$ cat src/rtl/uart_fifo_pkg.sv
package uart_fifo_pkg;
  // control byte bit positions (software-visible encoding)
  localparam int CTL_EN    = 0;
  localparam int CTL_RXCLR = 1;
  localparam int CTL_TXCLR = 2;
  localparam int CTL_TXT_LO = 4;
  localparam int CTL_RXT_LO = 6;

  // status word bit positions
  localparam int ST_BUSY   = 0;
  localparam int ST_TXNF   = 1;
  localparam int ST_TXEMP  = 2;
  localparam int ST_RXNE   = 3;
  localparam int ST_RXFULL = 4;
  localparam int ST_W      = 5;

  typedef struct packed {
    logic [1:0] rx_code;
    logic [1:0] tx_code;
    logic       en;
  } fifo_cfg_t;
endpackage

$ cat src/rtl/uf_byte_fifo.sv
module uf_byte_fifo #(
  parameter int DEPTH = 64,
  parameter int WIDTH = 8
) (
  input  logic                           clk,
  input  logic                           rst_n,
  input  logic                           flush,
  input  logic                           one_slot,
  input  logic                           push,
  input  logic [WIDTH-1:0]               push_data,
  input  logic                           pop,
  output logic [WIDTH-1:0]               pop_data,
  output logic [$clog2(DEPTH+1)-1:0]     count,
  output logic                           full,
  output logic                           empty
);
  localparam int AW = $clog2(DEPTH);
  localparam int CW = $clog2(DEPTH+1);
  localparam logic [CW-1:0] CAP_DEEP = CW'(DEPTH);
  localparam logic [CW-1:0] CAP_ONE  = CW'(1);

  logic [WIDTH-1:0] mem [DEPTH];
  logic [AW-1:0]    wr_ptr, rd_ptr;
  logic             push_ok, pop_ok;
  logic [CW-1:0]    cap;

  assign cap     = one_slot ? CAP_ONE : CAP_DEEP;
  assign full    = (count == cap);
  assign empty   = (count == '0);
  assign push_ok = push & ~full & ~flush;
  assign pop_ok  = pop & ~empty & ~flush;
  assign pop_data = mem[rd_ptr];

  always_ff @(posedge clk) begin
    if (push_ok) mem[wr_ptr] <= push_data;
  end

  always_ff @(posedge clk or negedge rst_n) begin
    if (!rst_n) begin
      wr_ptr <= '0;
      rd_ptr <= '0;
      count  <= '0;
    end else if (flush) begin
      wr_ptr <= '0;
      rd_ptr <= '0;
      count  <= '0;
    end else begin
      if (push_ok) wr_ptr <= wr_ptr + 1'b1;
      if (pop_ok)  rd_ptr <= rd_ptr + 1'b1;
      case ({push_ok, pop_ok})
        2'b10:   count <= count + 1'b1;
        2'b01:   count <= count - 1'b1;
        default: count <= count;
      endcase
    end
  end

  p_count_bound_r2: assert property (@(posedge clk) disable iff (!rst_n)
    count <= CAP_DEEP);

  p_flush_empties_r5: assert property (@(posedge clk) disable iff (!rst_n)
    flush |=> (count == '0));

  p_no_overflow_r3: assert property (@(posedge clk) disable iff (!rst_n)
    (full && push && !pop && !flush) |=> (count == $past(count)));

  p_empty_pop_r12: assert property (@(posedge clk) disable iff (!rst_n)
    (empty && pop && !push) |=> (count == '0));
endmodule

$ cat src/rtl/uf_trig.sv
module uf_trig #(
  parameter int DEPTH = 64,
  parameter bit IS_RX = 1'b1
) (
  input  logic [$clog2(DEPTH+1)-1:0] count,
  input  logic [1:0]                 code,
  input  logic                       en,
  output logic                       trig
);
  localparam int CW = $clog2(DEPTH+1);

  generate
    if (IS_RX) begin : g_rx
      localparam logic [CW-1:0] T0 = CW'(1);
      localparam logic [CW-1:0] T1 = CW'(DEPTH/4);
      localparam logic [CW-1:0] T2 = CW'(DEPTH/2);
      localparam logic [CW-1:0] T3 = CW'(DEPTH-2);
      logic [CW-1:0] thr;
      always_comb begin
        case (code)
          2'd0:    thr = T0;
          2'd1:    thr = T1;
          2'd2:    thr = T2;
          default: thr = T3;
        endcase
        if (!en) thr = T0;
      end
      assign trig = (count >= thr);
    end else begin : g_tx
      localparam logic [CW-1:0] T0 = CW'(0);
      localparam logic [CW-1:0] T1 = CW'(2);
      localparam logic [CW-1:0] T2 = CW'(DEPTH/4);
      localparam logic [CW-1:0] T3 = CW'(DEPTH/2);
      logic [CW-1:0] thr;
      always_comb begin
        case (code)
          2'd0:    thr = T0;
          2'd1:    thr = T1;
          2'd2:    thr = T2;
          default: thr = T3;
        endcase
        if (!en) thr = T0;
      end
      assign trig = (count <= thr);
    end
  endgenerate
endmodule

$ cat src/rtl/uart_fifo_pair.sv
module uart_fifo_pair
  import uart_fifo_pkg::*;
#(
  parameter int DEPTH = 64,
  parameter int WIDTH = 8,
  parameter int LVL_W = 9
) (
  input  logic             clk,
  input  logic             rst_n,
  input  logic             ctl_wr,
  input  logic [7:0]       ctl_byte,
  input  logic             host_tx_valid,
  input  logic [WIDTH-1:0] host_tx_data,
  output logic             host_tx_ready,
  output logic             eng_tx_valid,
  output logic [WIDTH-1:0] eng_tx_data,
  input  logic             eng_tx_ready,
  input  logic             eng_rx_valid,
  input  logic [WIDTH-1:0] eng_rx_data,
  output logic             host_rx_valid,
  output logic [WIDTH-1:0] host_rx_data,
  input  logic             host_rx_ready,
  output logic             rx_overrun,
  output logic             rx_trig,
  output logic             tx_trig,
  output logic [ST_W-1:0]  status,
  output logic [LVL_W-1:0] tx_level,
  output logic [LVL_W-1:0] rx_level
);
  localparam int CW = $clog2(DEPTH+1);

  fifo_cfg_t     cfg;
  logic          en_flip, rx_flush, tx_flush;
  logic [CW-1:0] tx_cnt, rx_cnt;
  logic          tx_full, tx_empty, rx_full, rx_empty;

  // a change of the enable bit, or an explicit clear bit, flushes a side
  assign en_flip  = ctl_wr & (ctl_byte[CTL_EN] != cfg.en);
  assign rx_flush = (ctl_wr & ctl_byte[CTL_RXCLR]) | en_flip;
  assign tx_flush = (ctl_wr & ctl_byte[CTL_TXCLR]) | en_flip;

  always_ff @(posedge clk or negedge rst_n) begin
    if (!rst_n) begin
      cfg <= '0;
    end else if (ctl_wr) begin
      cfg.en      <= ctl_byte[CTL_EN];
      cfg.tx_code <= ctl_byte[CTL_TXT_LO +: 2];
      cfg.rx_code <= ctl_byte[CTL_RXT_LO +: 2];
    end
  end

  uf_byte_fifo #(.DEPTH(DEPTH), .WIDTH(WIDTH)) u_txq (
    .clk(clk), .rst_n(rst_n), .flush(tx_flush), .one_slot(~cfg.en),
    .push(host_tx_valid), .push_data(host_tx_data),
    .pop(eng_tx_ready), .pop_data(eng_tx_data),
    .count(tx_cnt), .full(tx_full), .empty(tx_empty)
  );

  uf_byte_fifo #(.DEPTH(DEPTH), .WIDTH(WIDTH)) u_rxq (
    .clk(clk), .rst_n(rst_n), .flush(rx_flush), .one_slot(~cfg.en),
    .push(eng_rx_valid), .push_data(eng_rx_data),
    .pop(host_rx_ready), .pop_data(host_rx_data),
    .count(rx_cnt), .full(rx_full), .empty(rx_empty)
  );

  uf_trig #(.DEPTH(DEPTH), .IS_RX(1'b1)) u_rxtrig (
    .count(rx_cnt), .code(cfg.rx_code), .en(cfg.en), .trig(rx_trig)
  );

  uf_trig #(.DEPTH(DEPTH), .IS_RX(1'b0)) u_txtrig (
    .count(tx_cnt), .code(cfg.tx_code), .en(cfg.en), .trig(tx_trig)
  );

  always_ff @(posedge clk or negedge rst_n) begin
    if (!rst_n)                          rx_overrun <= 1'b0;
    else if (rx_flush)                   rx_overrun <= 1'b0;
    else if (eng_rx_valid && rx_full)    rx_overrun <= 1'b1;
  end

  assign host_tx_ready = ~tx_full;
  assign eng_tx_valid  = ~tx_empty;
  assign host_rx_valid = ~rx_empty;
  assign tx_level      = {{(LVL_W-CW){1'b0}}, tx_cnt};
  assign rx_level      = {{(LVL_W-CW){1'b0}}, rx_cnt};

  always_comb begin
    status            = '0;
    status[ST_BUSY]   = ~tx_empty | ~rx_empty;
    status[ST_TXNF]   = ~tx_full;
    status[ST_TXEMP]  = tx_empty;
    status[ST_RXNE]   = ~rx_empty;
    status[ST_RXFULL] = rx_full;
  end

  p_ovr_sticky_r4: assert property (@(posedge clk) disable iff (!rst_n)
    (rx_overrun && !(ctl_wr && (ctl_byte[CTL_RXCLR] || ctl_byte[CTL_EN] != cfg.en)))
      |=> rx_overrun);

  p_holding_cap_r10: assert property (@(posedge clk) disable iff (!rst_n)
    !cfg.en |-> (tx_level <= LVL_W'(1) && rx_level <= LVL_W'(1)));

  p_txtrig_empty_r7: assert property (@(posedge clk) disable iff (!rst_n)
    (tx_level == '0) |-> tx_trig);

  p_rxtrig_empty_r6: assert property (@(posedge clk) disable iff (!rst_n)
    (rx_level == '0) |-> !rx_trig);

  p_enflip_flush_r11: assert property (@(posedge clk) disable iff (!rst_n)
    en_flip |=> (tx_level == '0 && rx_level == '0));
endmodule

$ cat config.mk
export PLATFORM = sky130hd
export DESIGN_NAME = uart_fifo_pair
export DESIGN_NICKNAME = d
export VERILOG_FILES = /design/src/rtl/uart_fifo_pkg.sv /design/src/rtl/uf_byte_fifo.sv /design/src/rtl/uf_trig.sv /design/src/rtl/uart_fifo_pair.sv
export SDC_FILE = /design/constraint.sdc
export NUM_CORES = 1
export LEC_CHECK = 0
export BUFFER_PORTS_ARGS = -buffer_cell sky130_fd_sc_hd__buf_2
export CAP_MARGIN = 20
export CORE_UTILIZATION = 40
export CTS_BUF_LIST = sky130_fd_sc_hd__clkbuf_16
export DETAILED_ROUTE_END_ITERATION = 10
export SLEW_MARGIN = 20
export SYNTH_ARGS = -nofsm -noshare
export SYNTH_HDL_FRONTEND = slang
export SYNTH_SLANG_ARGS = --single-unit
export TNS_END_PERCENT = 20
$ cat constraint.sdc
create_clock -name clk -period 3 [get_ports clk]
set_clock_uncertainty 0.05 [all_clocks]
set_input_delay 0.15 -clock clk [delete_from_list [all_inputs] [get_ports clk]]
set_output_delay 0.15 -clock clk [all_outputs]
set_load 0.01 [all_outputs]
Yosys cells after proc, flatten, opt, wreduce, memory -nomap -nowiden
Memory sizes are Yosys's and may differ from the RTL's. Cells that the tools add are included.

$add $sub $neg: 8. Magnitude comparators: 2. Equality and inequality tests: 11. Muxes and demuxes: 23. Bitwise operators: 20. Reductions and logical operators: 12.

Operator list (count): 6-bit two-way mux (10); 6-bit one-hot mux with 3 select lines (2); 7-bit one-hot mux with 2 select lines (2); 6-bit by 1-bit adder with 6-bit output, second input constant (4); 7-bit two-way mux (3); 7-bit by 1-bit adder with 7-bit output, second input constant (2); 7-bit == test (2); 7-bit zero test (2); 7-bit by 1-bit subtractor with 7-bit output, second input constant (2); 1-bit bitwise AND (11); 2-bit nonzero test (5); 2-bit by 1-bit == test with 1-bit output, second input constant (4); 2-bit == test, second input constant (4); 7-bit by 6-bit greater-or-equal comparator with 1-bit output (1); 7-bit by 6-bit <= comparator with 1-bit output (1); 1-bit two-way mux (6); 1-bit inverter (6); 3-bit nonzero test (2); 2-bit zero test (2); 1-bit OR (3); 1-bit logical AND (1); 1-bit inequality test (1).

Bits in registers: 44. Memory bits (writable): 1024. Input bits: 31. Output and inout bits: 45. Logic and storage cells: 88. Memories kept: 2.

Memory list: u_rxq.mem (words 64, bits a word 8, rd ports 1, clocked after Yosys merged registers in 0, write ports 1, line uf_byte_fifo.sv:22) `logic [WIDTH-1:0] mem [DEPTH];`; u_txq.mem (words 64, bits a word 8, rd ports 1, clocked after Yosys merged registers in 0, write ports 1, line uf_byte_fifo.sv:22).

Logic depth before layout (Yosys ltp)
Depth after elaboration: 8. Depth in mapped cells: 13. Depth with buffers taken out: 11.

By module
From an unflattened synthesis, not the netlist that was laid out.

Cell total of the unflattened synthesis: 2120. Area, all modules: 42620.9 sq um.

By module, submodules not included: uf_byte_fifo (instances 2, cells an instance 1026, area each 21006.4 sq um, sequential area each 15850.2 sq um); uart_fifo_pair (instances 1, cells an instance 33, area each 345.3 sq um, sequential area each 150.1 sq um); uf_trig at u_rxtrig (instances 1, cells an instance 18, area each 146.4 sq um, sequential area each 0.0 sq um); uf_trig at u_txtrig (instances 1, cells an instance 17, area each 116.4 sq um, sequential area each 0.0 sq um).

Worst setup path after synthesis
No wires, ideal clock.

Kind: register to register. From: reg u_txq.count[0]. To: reg u_txq.count[5]. Setup time: 0.125 ns. Arrival time: 3.192 ns. Data required time: 2.825 ns. Slack: -0.366 ns. Stages on the path, launching flop included: 13. Path buffers: 1. Period minus slack after synthesis: 3.366 ns. Cell sequence: dfrtp_1 -> clkbuf_1 -> or3b_2 -> a211o_1 -> a21o_1 -> nor2_1 -> ha_1 -> a21o_1 -> a21oi_1 -> o21ai_0 -> xnor2_1 -> nor2_1 -> mux2_2.

Word-level cells in the longest chain between the ends: 7. Elaborated cells on any way between the ends: 15. Those cells by class: add/sub: 2; eq/ne: 3; mux: 2; bitwise: 6; reduce/logical: 2.

RTL lines: start, declared (line uf_byte_fifo.sv:13) `output logic [$clog2(DEPTH+1)-1:0] count,`; start signal, assigned (line uf_byte_fifo.sv:51) `2'b10: count <= count + 1'b1;`; start signal, assigned (line uf_byte_fifo.sv:52) `2'b01: count <= count - 1'b1;`; start signal, assigned (line uf_byte_fifo.sv:53) `default: count <= count;`; 7-bit == test (*) (line uf_byte_fifo.sv:28) `assign full = (count == cap);`; 1-bit inverter (*); named net host_tx_ready (line uart_fifo_pair.sv:14) `output logic host_tx_ready,`; 1-bit bitwise AND (*) (2 in series) (line uf_byte_fifo.sv:30) `assign push_ok = push & ~full & ~flush;`; 2-bit by 1-bit == test with 1-bit output / 2-bit == test (equally long branches) (line uf_byte_fifo.sv:50) `case ({push_ok, pop_ok})`; 7-bit one-hot mux with 2 select lines (line uf_byte_fifo.sv:50); 7-bit two-way mux (line uf_byte_fifo.sv:43) `end else if (flush) begin`.

Mark *: on every way through the listed nets, which the timed path passes. The rest lies on a longest branch. A chain may end at the register's enable or synchronous reset.

Final worst setup path
From: reg u_rxq.rd_ptr[0]. To: out host_rx_data[3].

Word-level cells in the longest chain between the ends: 1.

RTL lines: start, declared (line uf_byte_fifo.sv:23) `logic [AW-1:0] wr_ptr, rd_ptr;`; start signal, assigned (line uf_byte_fifo.sv:49) `if (pop_ok) rd_ptr <= rd_ptr + 1'b1;`; memory read 64 x 8 bit; end, declared (line uart_fifo_pair.sv:21) `output logic [WIDTH-1:0] host_rx_data,`.

Every way passes these cells.

==> results.sh <==
export IMPL_status="complete, but fails checks"
export IMPL_violations="DRC, setup timing"
export IMPL_num_antenna_cells=0
export IMPL_dr_first_iter_drc_count=1821
export IMPL_synth_seq_area_share_pct=74.87
export IMPL_final_setup_tns_ns=-5.088
export IMPL_path_common_cell="mux4_2"
export IMPL_path_buf_inv=4
export IMPL_ys_warn_count=0
export IMPL_slew_headroom_pct=31.15
export IMPL_cts_sinks=1068
export IMPL_synthCells=2121
export IMPL_clock_latency_ns=0.71
export IMPL_grt_max_degree=65
export IMPL_synth_edff_count=1024
export IMPL_syn_area_um2=42540
export IMPL_grt_pass1_wl_um=145600
export IMPL_yosys_top_cells_area="edfxtp_1, mux4_2, dfrtp_1"
export IMPL_ant_nets=0
export IMPL_io_pins=76
export IMPL_hold_violations=0
export IMPL_grt_pass1_vias=22181
export IMPL_drcViolationCount=4
export IMPL_die_h_um=328.1
export IMPL_report_final_slew_viol_count=0
export IMPL_worst_slew_pin_slew_ns=1.033
export IMPL_vias=21671
export IMPL_io_buffer_count=70
export IMPL_crit_required_ns=2.80
export IMPL_syn_area_per_cell_um2=20.06
export IMPL_crit_type="flip-flop to primary output"
export IMPL_initial_utilization_pct=40.36
export IMPL_rsz0062_at_grt="yes"
export IMPL_n_fill_cell=8531
export IMPL_drt_pass1_iter_count=11
export IMPL_synth_top_cell_by_area="edfxtp_1"
export IMPL_ir_drop_v=0.0005266
export IMPL_fmax_ghz=0.2950
export IMPL_cts_tree="built"
export IMPL_cts_reportedPaths_clkPinSlew_ns=0.06
export IMPL_dpl_hpwl_um=60970
export IMPL_syn_to_final_growth_pct=20.45
export IMPL_worst_slack_ns=-0.3896
export IMPL_gp_congestion=0.8421
export IMPL_die_area_um2=107700
export IMPL_critPathArrivalTime_ns=3.19
export IMPL_layout_commonest_cell="edfxtp_1"
export IMPL_gr_total_overflow=0
export IMPL_async_flop_share_pct=4.120
export IMPL_slowest_delay_ns=0.55
export IMPL_finalSetupViolCount=18
export IMPL_ys_flop_type="edfxtp_1"
export IMPL_drv_cap=0
export IMPL_track_usage_pct=18.27
export IMPL_worst_setup_path_end_kind="primary output"
export IMPL_wl_per_cell_um=25.82
export IMPL_htree_levels=3
export IMPL_cts_path_max_buffers=3
export IMPL_fin_crit_ns=3.390
export IMPL_synth_seq_cells=1068
export IMPL_cp_max_fo=6
export IMPL_startpoint_type="flip-flop"
export IMPL_period_share_pct=113.0
export IMPL_synth_top_cell_area_share_pct=72.28
export IMPL_mostFrequentLayoutCells="edfxtp_1, mux4_2, buf_4, clkbuf_16, nor2_1"
export IMPL_coreArea_um2=105400
export IMPL_num_rows=119
export IMPL_cp_top_family="multiplexers"
export IMPL_layout_drive_gt1_share_pct=36.35
export IMPL_netlist_cell_type_count=68
export IMPL_cp_cell_sequence="buf_12, buf_4, buf_16, mux4_2, mux4_2, a22oi_2, nand2_1, buf_2"
export IMPL_power_leakage_uw=0.01627
export IMPL_vias_per_cell=5.557
export IMPL_numCtsBuffers=107
export IMPL_cellPowerDensity_nw_per_um2=802.6
export IMPL_worstHoldPathType="primary input to flip-flop"
export IMPL_nets=2470
export IMPL_routed_wirelength_um=100700
export IMPL_place_ws_ns=-0.05131
export IMPL_cts_root_buf="clkbuf_16"
export IMPL_critPathSlowestCell="mux4_2"
export IMPL_die_w_um=328.1
export IMPL_antenna_found_initial=0
cell families (layout without fill, tap and decap cells):
logic type                 count (synthesis)  in the layout  share of synthesized area, %
xor gates and xnor gates                  27             27                        0.5559
muxes                                    336            336                         15.47
and+or+nand+nor                          341            341                         3.871
other                                      1              4                      0.008815
adders and majority gates                 21             21                        0.6353
buffers and inverters                    144            529                         1.432
AOI/OAI and AO/OA                        183            183                         3.159
DFF                                     1068           1068                         74.87
cell usage after synthesis, types with 5 or more instances:
cell / count
o22ai_1: 32
buf_2: 24
o21a_1: 10
nand3b_1: 15
inv_1: 5
nand3_1: 20
or3b_2: 8
a211oi_1: 9
and2_1: 17
a21o_1: 9
or2_1: 7
o221ai_1: 32
edfxtp_1: 1024
or3_1: 7
mux2i_1: 69
clkbuf_1: 77
nand2_1: 42
a21oi_1: 16
buf_1: 27
xnor2_1: 10
mux2_2: 11
o211ai_1: 8
buf_4: 8
mux4_2: 256
nand4_1: 7
a22oi_1: 16
a2111oi_0: 8
nor4_1: 11
ha_1: 20
nor2_1: 170
o32ai_1: 8
o21ai_0: 17
dfrtp_1: 44
xor2_1: 17
nand2b_1: 7
repair_timing:
action,in CTS,in global routing
buffers inserted,12,41
resized for setup,55,183
pin swaps,8,60
cloned,5,12
hold buffers,29,2
endpoints found under the hold margin,231,23
endpoints found under the setup margin,20,313
layout make-up:
cell class,count,area (um^2),share of cell area (%)
inverter,6,25.02,0.04884
clock inverter,92,691.9,1.350
tap,1391,1740,3.397
timing repair buffer,323,3178,6.202
sequential,1068,31870,62.19
clock buffer,108,2703,5.274
multi-input combinational,912,11040,21.54
metrics by stage:
stage	hold slack, ns	std cells	instance area (um^2)	util, %	power (uW)
6_report	0.006876	3900	51240	48.61	41130
5_1_grt	0.01654	3900	51240	48.61	42590
4_1_cts	0.07338	3847	49830	47.27	40200
3_5_place_dp	0.2996	3601	45620	43.27	26670
3_3_place_gp	0.2822	3601	45620	43.27	26550
2_1_floorplan	-0.1956	2124	42620	-	23130
power breakdown:
group          internal [uW]  switching [uW]
clock                   7170            5700
sequential             16600             299
combinational           5840            5510
total                  29600           11500
registers in the layout, indices dropped and copies added, names as in the netlist, 6 cells and up:
register	cells
u_rxq.rd_ptr	6
u_txq.wr_ptr	6
u_txq.rd_ptr	6
u_txq.count	7
u_rxq.wr_ptr	6
u_txq.mem	512
u_rxq.mem	512
u_rxq.count	7
worst register-to-register path, stage by stage (launching register included):
cell     delay (ns)
dfrtp_1        0.38
or4_4          0.58
o41ai_4        0.36
a21o_1         0.18
nor2_4         0.07
fa_2           0.35
a21o_1         0.17
a21oi_2        0.16
buf_4          0.13
xor2_1         0.13
nor2_1         0.06
mux2_4         0.26
layer usage:
layer	vias to the layer above	global-route usage (%)	routed length [um]
li1	9372	-	-
met1	11423	24.75	42060
met2	707	30.00	50110
met3	169	3.080	5679
met4	0	6.115	2833
met5	-	0	0
worst paths after layout:
kind                       cells past startpoint  slack (ns)               to            start
max                                            8       -0.39  host_rx_data[3]  u_rxq.rd_ptr[0]
min                                            1       0.007  u_txq.mem[6][2]  host_tx_data[2]
max reg2reg                                   11           0   u_txq.count[4]   u_txq.count[3]
min reg2reg                                    2        0.46       rx_overrun       rx_overrun
max in group asynchronous                      3        2.12  u_txq.rd_ptr[4]            rst_n
min in group asynchronous                      2        0.08   u_txq.count[1]            rst_n
Power figures use the tool's default switching activity.
